--- config.mk ---
export PLATFORM = sky130hd
export DESIGN_NAME = icu_timer
export DESIGN_NICKNAME = d
export VERILOG_FILES = /design/src/rtl/icu_pkg.sv /design/src/rtl/icu_sync.sv /design/src/rtl/icu_edge.sv /design/src/rtl/icu_flags.sv /design/src/rtl/icu_timer.sv
export SDC_FILE = /design/constraint.sdc
export NUM_CORES = 1
export LEC_CHECK = 0
export BUFFER_PORTS_ARGS = -buffer_cell sky130_fd_sc_hd__buf_2
export CORE_MARGIN = 4
export CORE_UTILIZATION = 40
export DETAILED_ROUTE_END_ITERATION = 8
export GPL_TIMING_DRIVEN = 0
export SLEW_MARGIN = 15
export SYNTH_ARGS = -nofsm -noshare
export SYNTH_HDL_FRONTEND = slang
export SYNTH_SLANG_ARGS = --single-unit
--- constraint.sdc ---
create_clock -name clk -period 2.15 [get_ports clk]
set_input_delay 0.3225 -clock clk [delete_from_list [all_inputs] [get_ports clk]]
set_output_delay 0.3225 -clock clk [all_outputs]
set_load 0.01 [all_outputs]
--- src/rtl/icu_pkg.sv ---
package icu_pkg;
  localparam logic [3:0] ADR_CNT_L = 4'd0;
  localparam logic [3:0] ADR_CAP_L = 4'd2;
  localparam logic [3:0] ADR_MASK  = 4'd8;
  localparam logic [3:0] ADR_FLAG  = 4'd9;
  localparam logic [3:0] ADR_CTRL  = 4'd10;

  localparam int NSRC  = 4;
  localparam int S_OVF = 0;
  localparam int S_CMA = 1;
  localparam int S_CMB = 2;
  localparam int S_CAP = 3;

  // Internal source order -> byte view seen on the bus
  function automatic logic [7:0] src_view(input logic [NSRC-1:0] v);
    return {2'b00, v[S_CAP], 2'b00, v[S_CMB], v[S_CMA], v[S_OVF]};
  endfunction
endpackage

--- src/rtl/icu_sync.sv ---
module icu_sync #(
  parameter int WIDTH  = 1,
  parameter int STAGES = 2
) (
  input  logic             clk,
  input  logic             rst,
  input  logic [WIDTH-1:0] d,
  output logic [WIDTH-1:0] q
);
  logic [STAGES-1:0][WIDTH-1:0] chain;

  always_ff @(posedge clk) begin
    if (rst) begin
      chain <= '0;
    end else begin
      chain[0] <= d;
      for (int s = 1; s < STAGES; s++) chain[s] <= chain[s-1];
    end
  end

  assign q = chain[STAGES-1];
endmodule

--- src/rtl/icu_edge.sv ---
module icu_edge (
  input  logic clk,
  input  logic rst,
  input  logic sig,
  input  logic rise_sel,
  output logic evt
);
  logic prev_q;

  always_ff @(posedge clk) begin
    if (rst) prev_q <= 1'b0;
    else     prev_q <= sig;
  end

  assign evt = rise_sel ? (sig & ~prev_q) : (~sig & prev_q);
endmodule

--- src/rtl/icu_flags.sv ---
module icu_flags #(
  parameter int N = 4
) (
  input  logic         clk,
  input  logic         rst,
  input  logic [N-1:0] set,
  input  logic [N-1:0] clr,
  input  logic [N-1:0] mask,
  input  logic         gie,
  output logic [N-1:0] flags,
  output logic [N-1:0] irq
);
  for (genvar i = 0; i < N; i++) begin : g_src
    always_ff @(posedge clk) begin
      if (rst) begin
        flags[i] <= 1'b0;
        irq[i]   <= 1'b0;
      end else begin
        flags[i] <= set[i] | (flags[i] & ~clr[i]);
        irq[i]   <= flags[i] & mask[i] & gie;
      end
    end
  end
endmodule

--- src/rtl/icu_timer.sv ---
module icu_timer
  import icu_pkg::*;
#(
  parameter int DATA_W      = 8,
  parameter int SYNC_STAGES = 2,
  parameter logic [2*DATA_W-1:0] CMP_INIT = '1
) (
  input  logic              clk,
  input  logic              rst,
  input  logic              cap_pin,
  input  logic              cmp_in,
  input  logic              gie,
  input  logic [NSRC-1:0]   irq_ack,
  input  logic [3:0]        bus_addr,
  input  logic              bus_wr,
  input  logic              bus_rd,
  input  logic [DATA_W-1:0] bus_wdata,
  output logic [DATA_W-1:0] bus_rdata,
  output logic [NSRC-1:0]   irq
);
  localparam int CNT_W = 2 * DATA_W;

  logic [CNT_W-1:0]  cnt_q, cap_q, cmpa_q, cmpb_q, word_sel, commit;
  logic [DATA_W-1:0] temp_q, rd_mux;
  logic [NSRC-1:0]   mask_q, flags_q, flag_set, flag_clr, wr_view;
  logic [1:0]        ctrl_q, src_sync;
  logic              is_lo16, is_hi16, rd_go, wr_cnt, cap_evt, src_sig;

  // Source synchroniser and edge detector
  icu_sync #(.WIDTH(2), .STAGES(SYNC_STAGES)) u_sync (
    .clk(clk), .rst(rst), .d({cmp_in, cap_pin}), .q(src_sync)
  );
  assign src_sig = ctrl_q[0] ? src_sync[1] : src_sync[0];
  icu_edge u_edge (
    .clk(clk), .rst(rst), .sig(src_sig), .rise_sel(ctrl_q[1]), .evt(cap_evt)
  );

  // Bus decode
  assign is_lo16 = (bus_addr < 4'd8) && !bus_addr[0];
  assign is_hi16 = (bus_addr < 4'd8) &&  bus_addr[0];
  assign rd_go   = bus_rd && !bus_wr;
  assign commit  = {temp_q, bus_wdata};
  assign wr_cnt  = bus_wr && (bus_addr == ADR_CNT_L);
  assign wr_view = {bus_wdata[5], bus_wdata[2:0]};

  always_comb begin
    case (bus_addr[2:1])
      2'd0:    word_sel = cnt_q;
      2'd1:    word_sel = cap_q;
      2'd2:    word_sel = cmpa_q;
      default: word_sel = cmpb_q;
    endcase
  end

  // Counter and 16-bit registers
  always_ff @(posedge clk) begin
    if (rst) begin
      cnt_q  <= '0;
      cap_q  <= '0;
      cmpa_q <= CMP_INIT;
      cmpb_q <= CMP_INIT;
    end else begin
      cnt_q <= wr_cnt ? commit : cnt_q + 1'b1;
      if (cap_evt)                             cap_q  <= cnt_q;
      else if (bus_wr && bus_addr == 4'd2)     cap_q  <= commit;
      if (bus_wr && bus_addr == 4'd4)          cmpa_q <= commit;
      if (bus_wr && bus_addr == 4'd6)          cmpb_q <= commit;
    end
  end

  // Shared holding register
  always_ff @(posedge clk) begin
    if (rst)                  temp_q <= '0;
    else if (bus_wr && is_hi16) temp_q <= bus_wdata;
    else if (rd_go && is_lo16)  temp_q <= word_sel[CNT_W-1:DATA_W];
  end

  // Mask and control
  always_ff @(posedge clk) begin
    if (rst) begin
      mask_q <= '0;
      ctrl_q <= '0;
    end else if (bus_wr) begin
      if (bus_addr == ADR_MASK) mask_q <= wr_view;
      if (bus_addr == ADR_CTRL) ctrl_q <= bus_wdata[1:0];
    end
  end

  // Flags and interrupts
  always_comb begin
    flag_set        = '0;
    flag_set[S_OVF] = (cnt_q == '1) && !wr_cnt;
    flag_set[S_CMA] = (cnt_q == cmpa_q);
    flag_set[S_CMB] = (cnt_q == cmpb_q);
    flag_set[S_CAP] = cap_evt;
    flag_clr        = irq_ack | ((bus_wr && bus_addr == ADR_FLAG) ? wr_view : '0);
  end

  icu_flags #(.N(NSRC)) u_flags (
    .clk(clk), .rst(rst), .set(flag_set), .clr(flag_clr),
    .mask(mask_q), .gie(gie), .flags(flags_q), .irq(irq)
  );

  // Registered read path
  always_comb begin
    if (is_lo16)      rd_mux = word_sel[DATA_W-1:0];
    else if (is_hi16) rd_mux = temp_q;
    else begin
      case (bus_addr)
        ADR_MASK: rd_mux = DATA_W'(src_view(mask_q));
        ADR_FLAG: rd_mux = DATA_W'(src_view(flags_q));
        ADR_CTRL: rd_mux = DATA_W'(ctrl_q);
        default:  rd_mux = '0;
      endcase
    end
  end

  always_ff @(posedge clk) begin
    if (rst)        bus_rdata <= '0;
    else if (rd_go) bus_rdata <= rd_mux;
  end
endmodule

* Word level (Yosys, flattened, before mapping) *
Index checks and enable logic that the tools add are counted.

storage, ports and cells
  register bits after elaboration = 99
  input bits = 23
  output and inout bits = 12
  logic and storage cells = 89

operators by class
  add/sub/neg operators = 1
  magnitude comparators = 1
  equal/unequal tests = 11
  mux-type cells = 12
  bitwise operators = 25
  reduce and logical (&&, ||, !) cells = 20

operators by type and width
  cell                     count
  $mux W16                 3
  $pmux W16 S3             1
  $eq A16 B16 Y1           2
  $mux W8                  4
  $pmux W6 S3              1
  $add A16 B1 Y16 const B  1
  $eq A16 B16 Y1 const B   1
  $and A1 B1 Y1            14
  $eq A4 B4 Y1 const B     3
  $logic_and A1 B1 Y1      11
  $eq A4 B3 Y1 const B     2
  $not A1 Y1               6
  $eq A4 B2 Y1 const B     1
  $logic_not A4 Y1         1
  $lt A4 B4 Y1 const B     1
  $mux W4                  1
  $or A1 B1 Y1             4
  $or A4 B4 Y4             1
  $reduce_and A2 Y1        2
  $reduce_bool A2 Y1       2
  $logic_not A1 Y1         3
  $eq A2 B1 Y1 const B     1
  $eq A2 B2 Y1 const B     1
  $logic_not A2 Y1         1
  $mux W1                  2

* Longest topological paths before layout *
  word-level depth = 7
  mapped depth = 7
  depth with buffers taken out = 5

* Cells and area by module *
Synthesis repeated with hierarchy kept, for this count alone.

unflattened totals
  cells, all modules = 556
  area total of the unflattened synthesis = 5127.4 um^2

modules (own cells, without submodules)
  module     times used  cells each  area an instance (um^2)
  icu_timer  1           516         4704.5
  icu_flags  1           25          254.0
  icu_sync   1           10          120.1
  icu_edge   1           5           48.8

* Worst setup path after synthesis *
OpenSTA, ideal clock, no wires.

  path type = input port to flip-flop
  start point = input bus_addr[1]
  end point = register bus_rdata[2]
  arrival time = 1375 ps
  required time = 2017 ps
  setup slack = 642 ps
  stages = 5
  buffers on the path = 1
  path through = buf_6 > mux4_2 > mux2_2 > a21oi_1 > nor3_1

between the ends
  word-level cells in the longest chain between the ends = 4

RTL lines
  what                                                RTL line                                            source
  start: declaration                                  icu_timer.sv:14                                     input logic [3:0] bus_addr,
  $lt A4 B4 Y1 or $eq A4 B4 Y1 (tied branches)        icu_timer.sv:39, icu_timer.sv:40, icu_timer.sv:109
  $logic_and A1 B1 Y1 or $pmux W6 S3 (tied branches)  icu_timer.sv:40, icu_timer.sv:109
  $mux W8                                             icu_timer.sv:107                                    else if (is_hi16) rd_mux = temp_q;
  $mux W8 (*)                                         icu_timer.sv:106                                    if (is_lo16) rd_mux = word_sel[DATA_W-1:0];
  end signal: assignment                              icu_timer.sv:120                                    else if (rd_go) bus_rdata <= rd_mux;
  end: declaration                                    icu_timer.sv:18                                     output logic [DATA_W-1:0] bus_rdata,

Every way passes the cells marked *; elsewhere a longest branch is shown, timed or not.
A chain may end at the register's enable or synchronous reset.

* Worst setup path after layout *
  start point = register cnt_q[0]
  end point = register cnt_q[14]

between the ends
  word-level cells in the longest chain between the ends = 2

RTL lines
  what                      RTL line         source
  start: declaration        icu_timer.sv:23  logic [CNT_W-1:0] cnt_q, cap_q, cmpa_q, cmpb_q, word_sel, commit;
  start signal: assignment  icu_timer.sv:63  cnt_q <= wr_cnt ? commit : cnt_q + 1'b1;
  $add A16 B1 Y16           icu_timer.sv:63
  $mux W16                  icu_timer.sv:63

No other way between the ends.

==> summary.md <==
| Metric | Value |
|---|---|
| Status | complete, no violations |
| Top FF cell, synth | dfxtp_1 |
| Max FO, Critical Path | 7 |
| Pre-antenna DRT Iters | 5 |
| Crit end category | flop |
| Die Span X | 121.4 um |
| DP Area | 5500 um^2 |
| Total grt overflow | 0 |
| Final HPWL DP | 11,700 um |
| Synth async-reset ratio | 0% |
| Post-CTS Setup Bufs | 0 |
| Post-synth EDFFs | 0 |
| WP data arrival | 2.08 ns |
| Max-cap violations | 0 |
| Logic gate share of total power | 10.4% |
| Startpoint types | flop |
| Synth area leader | dfxtp_1 |
| Net Switching | 1.093 mW |
| Min Tclk post-route | 1.821 ns |
| Clock skew | 0.01178 ns |
| Headroom to the max-slew limit | 58.05% |
| Clk pin slew, worst setup/hold paths | 0.07 ns |
| Cts bufs inserted | 9 |
| Post-route cell area | 5811 um^2 |
| Slew @ Worst Pin | 0.6292 ns |
| Setup TNS | 0 ns |
| Ratio of cells with drive above 1 in the final layout | 19.70% |
| Switching Fraction | 26.80% |
| CP Class | flop to flop |
| Largest net degree at the start of global routing | 19 |
| Yosys warns | 0 |
| PostCTS Resize Cnt | 0 |
| H-tree depth | 3 |
| Final Max Slew Viols | 0 |
| Post-CTS Hold Buffers | 0 |
| Hold Vio Cnt, Final | 0 |
| Nets | 613 |
| Post-synthesis cell count | 549 |
| Worst setup margin | 0.3288 ns |
| FP Rows | 41 |
| Setup violators final | 0 |
| Seq pwr share | 47.7% |
| Synthesized area per cell | 9.362 um^2 |
| Port Buffers | 29 |
| Worst hold path type | primary input to flop |
| Routability Congestion | 0.9555 |
| Most frequent cells in the layout | 99 x dfxtp_1, 80 x nand2_1, 51 x nor2_1, 45 x buf_2, 34 x xor2_1 |
| Core region area | 12,620 um^2 |
| Power share of the clock group | 41.9% |
| Internal Power | 2.986 mW |
| Effective utilization at floorplan | 40.73% |
| Register bit count reported by yosys | 99 |
| Vias in the first global route | 4,128 |
| LEAKAGE | 2.360 nW |
| DR WL/cell | 20.02 um |
| Syn_nets | 573 |
| Pwr dens | 702.1 nW/um^2 |
| Antenna violations before repair | 0 |
| Via/cell ratio | 5.542 |
| Most common cell after layout, fill and taps aside | dfxtp_1 |
| Routed WL | 15,330 um |
| Area Overhead vs Synth | 13.05% |
| Clk root buf | clkbuf_16 |
| Total GRT Usage | 21.76% |
| Yosys top cell area share | 38.56% |
| ANT nets after route | 0 |
| CP required | 2.41 ns |
| Seq/Total Area, Yosys | 38.56% |
| Worst hold margin | 0.1975 ns |
| Placement Setup Slack | 0.3732 ns |
| Die ar. | 14,730 um^2 |
| Max Buffers Root-to-Sink | 2 |
| Fmax | 549.1 MHz |
| 1st-iter DRT viols | 329 |
| N_diodes | 0 |
| Yosys cell types | 55 |
| Synthesized cell area | 5140 um^2 |
| Clock latency on the worst-skew pair | 0.36 ns |
| RSZ-0062 raised after global routing | false |
| Top Ports | 35 |
| Die Y | 121.4 um |
| Synth area leaders | dfxtp_1 39%, mux4_2 7.0%, nand2_1 5.8% |
| CTS tree | done |
| # clock sinks | 99 |
| DR DRC count | 0 |
| Fin crit share | 84.70% |
| First-pass GRT wire length | 24,010 um |
| Vias | 4,245 |
| Max VDD drop | 463.1 uV |
cell type report:
class	instances	area (um^2)
clock buffers	9	225.2
inverters	9	33.78
fillers	1316	6809
well taps	172	215.2
repair buffers	29	145.1
multi-input cells	393	2845
clock inverters	7	85.08
plain buffers	48	279.0
flip-flops and latches	99	1982
final timing paths:
kind | startpoint | endpoint | slack (ns) | cells after the start
setup / recovery | cnt_q[0] | cnt_q[14] | 0.33 | 5
hold / removal | cap_pin | u_sync.chain[0] | 0.20 | 2
setup reg to reg | cnt_q[0] | cnt_q[14] | 0.33 | 5
hold reg to reg | u_sync.chain[1] | u_sync.q[1] | 0.44 | 1
registers in the layout, indices dropped and copies added, names as in the netlist:
signal / count
u_flags.irq: 4
cmpa_q: 16
u_sync.chain: 2
mask_q: 4
bus_rdata: 8
u_edge.prev_q: 1
ctrl_q: 2
temp_q: 8
u_flags.flags: 4
cnt_q: 16
cap_q: 16
cmpb_q: 16
u_sync.q: 2
synthesized netlist by cell type, drive strengths merged, types with 11 or more instances:
cell type and n:
nand3b 31, buf 34, mux4 16, nor4 12
a21oi 14, nand2 81, clkbuf 14, xnor2 11
mux2i 31, nor2 53, a211oi 30, xor2 34
dfxtp 99
routing by layer:
metal,GRT usage [%],share of wire (%)
met5,0,0
met1,30.35,46
met4,8.824,3.1
met3,4.289,5.9
met2,33.02,45
worst max-delay path, stage by stage (launching register included):
cell and delay [ns]:
dfxtp_1 0.55, ha_1 0.31, nand2_2 0.14, nor4_2 0.37, xnor2_1 0.10, a211oi_1 0.25
through the flow:
stage	util (%)	power (mW)	cells
global placement	43.59	2.401	750
global route	46.04	4.222	766
floorplan	-	2.253	549
detailed placement	43.59	2.407	750
finish	46.04	4.079	766
CTS	46.04	4.104	766
power by group through the flow:
stage	Combinational [mW]	Clock, mW	Sequential (mW)
5_1_grt	0.460	1.81	1.95
6_report	0.424	1.71	1.95
3_5_place_dp	0.419	0	1.99
4_1_cts	0.421	1.74	1.94
3_3_place_gp	0.415	0	1.99
2_1_floorplan	0.285	0	1.97
cells by family (layout without fill, tap and decap cells):
family                   count (synthesis)  in the layout  synth area share (%)
AO/OA/AOI/OAI                           74             74                 10.37
XOR/XNOR                                45             45                 7.668
adder cells (fa/ha/maj)                  1              1                0.2434
buffers and inverters                   57            102                 6.085
flip-flops                              99             99                 38.56
multiplexers                            50             50                 14.02
AND/OR/NAND/NOR                        223            223                 23.05
No activity file was read; power rests on OpenSTA's default activity.
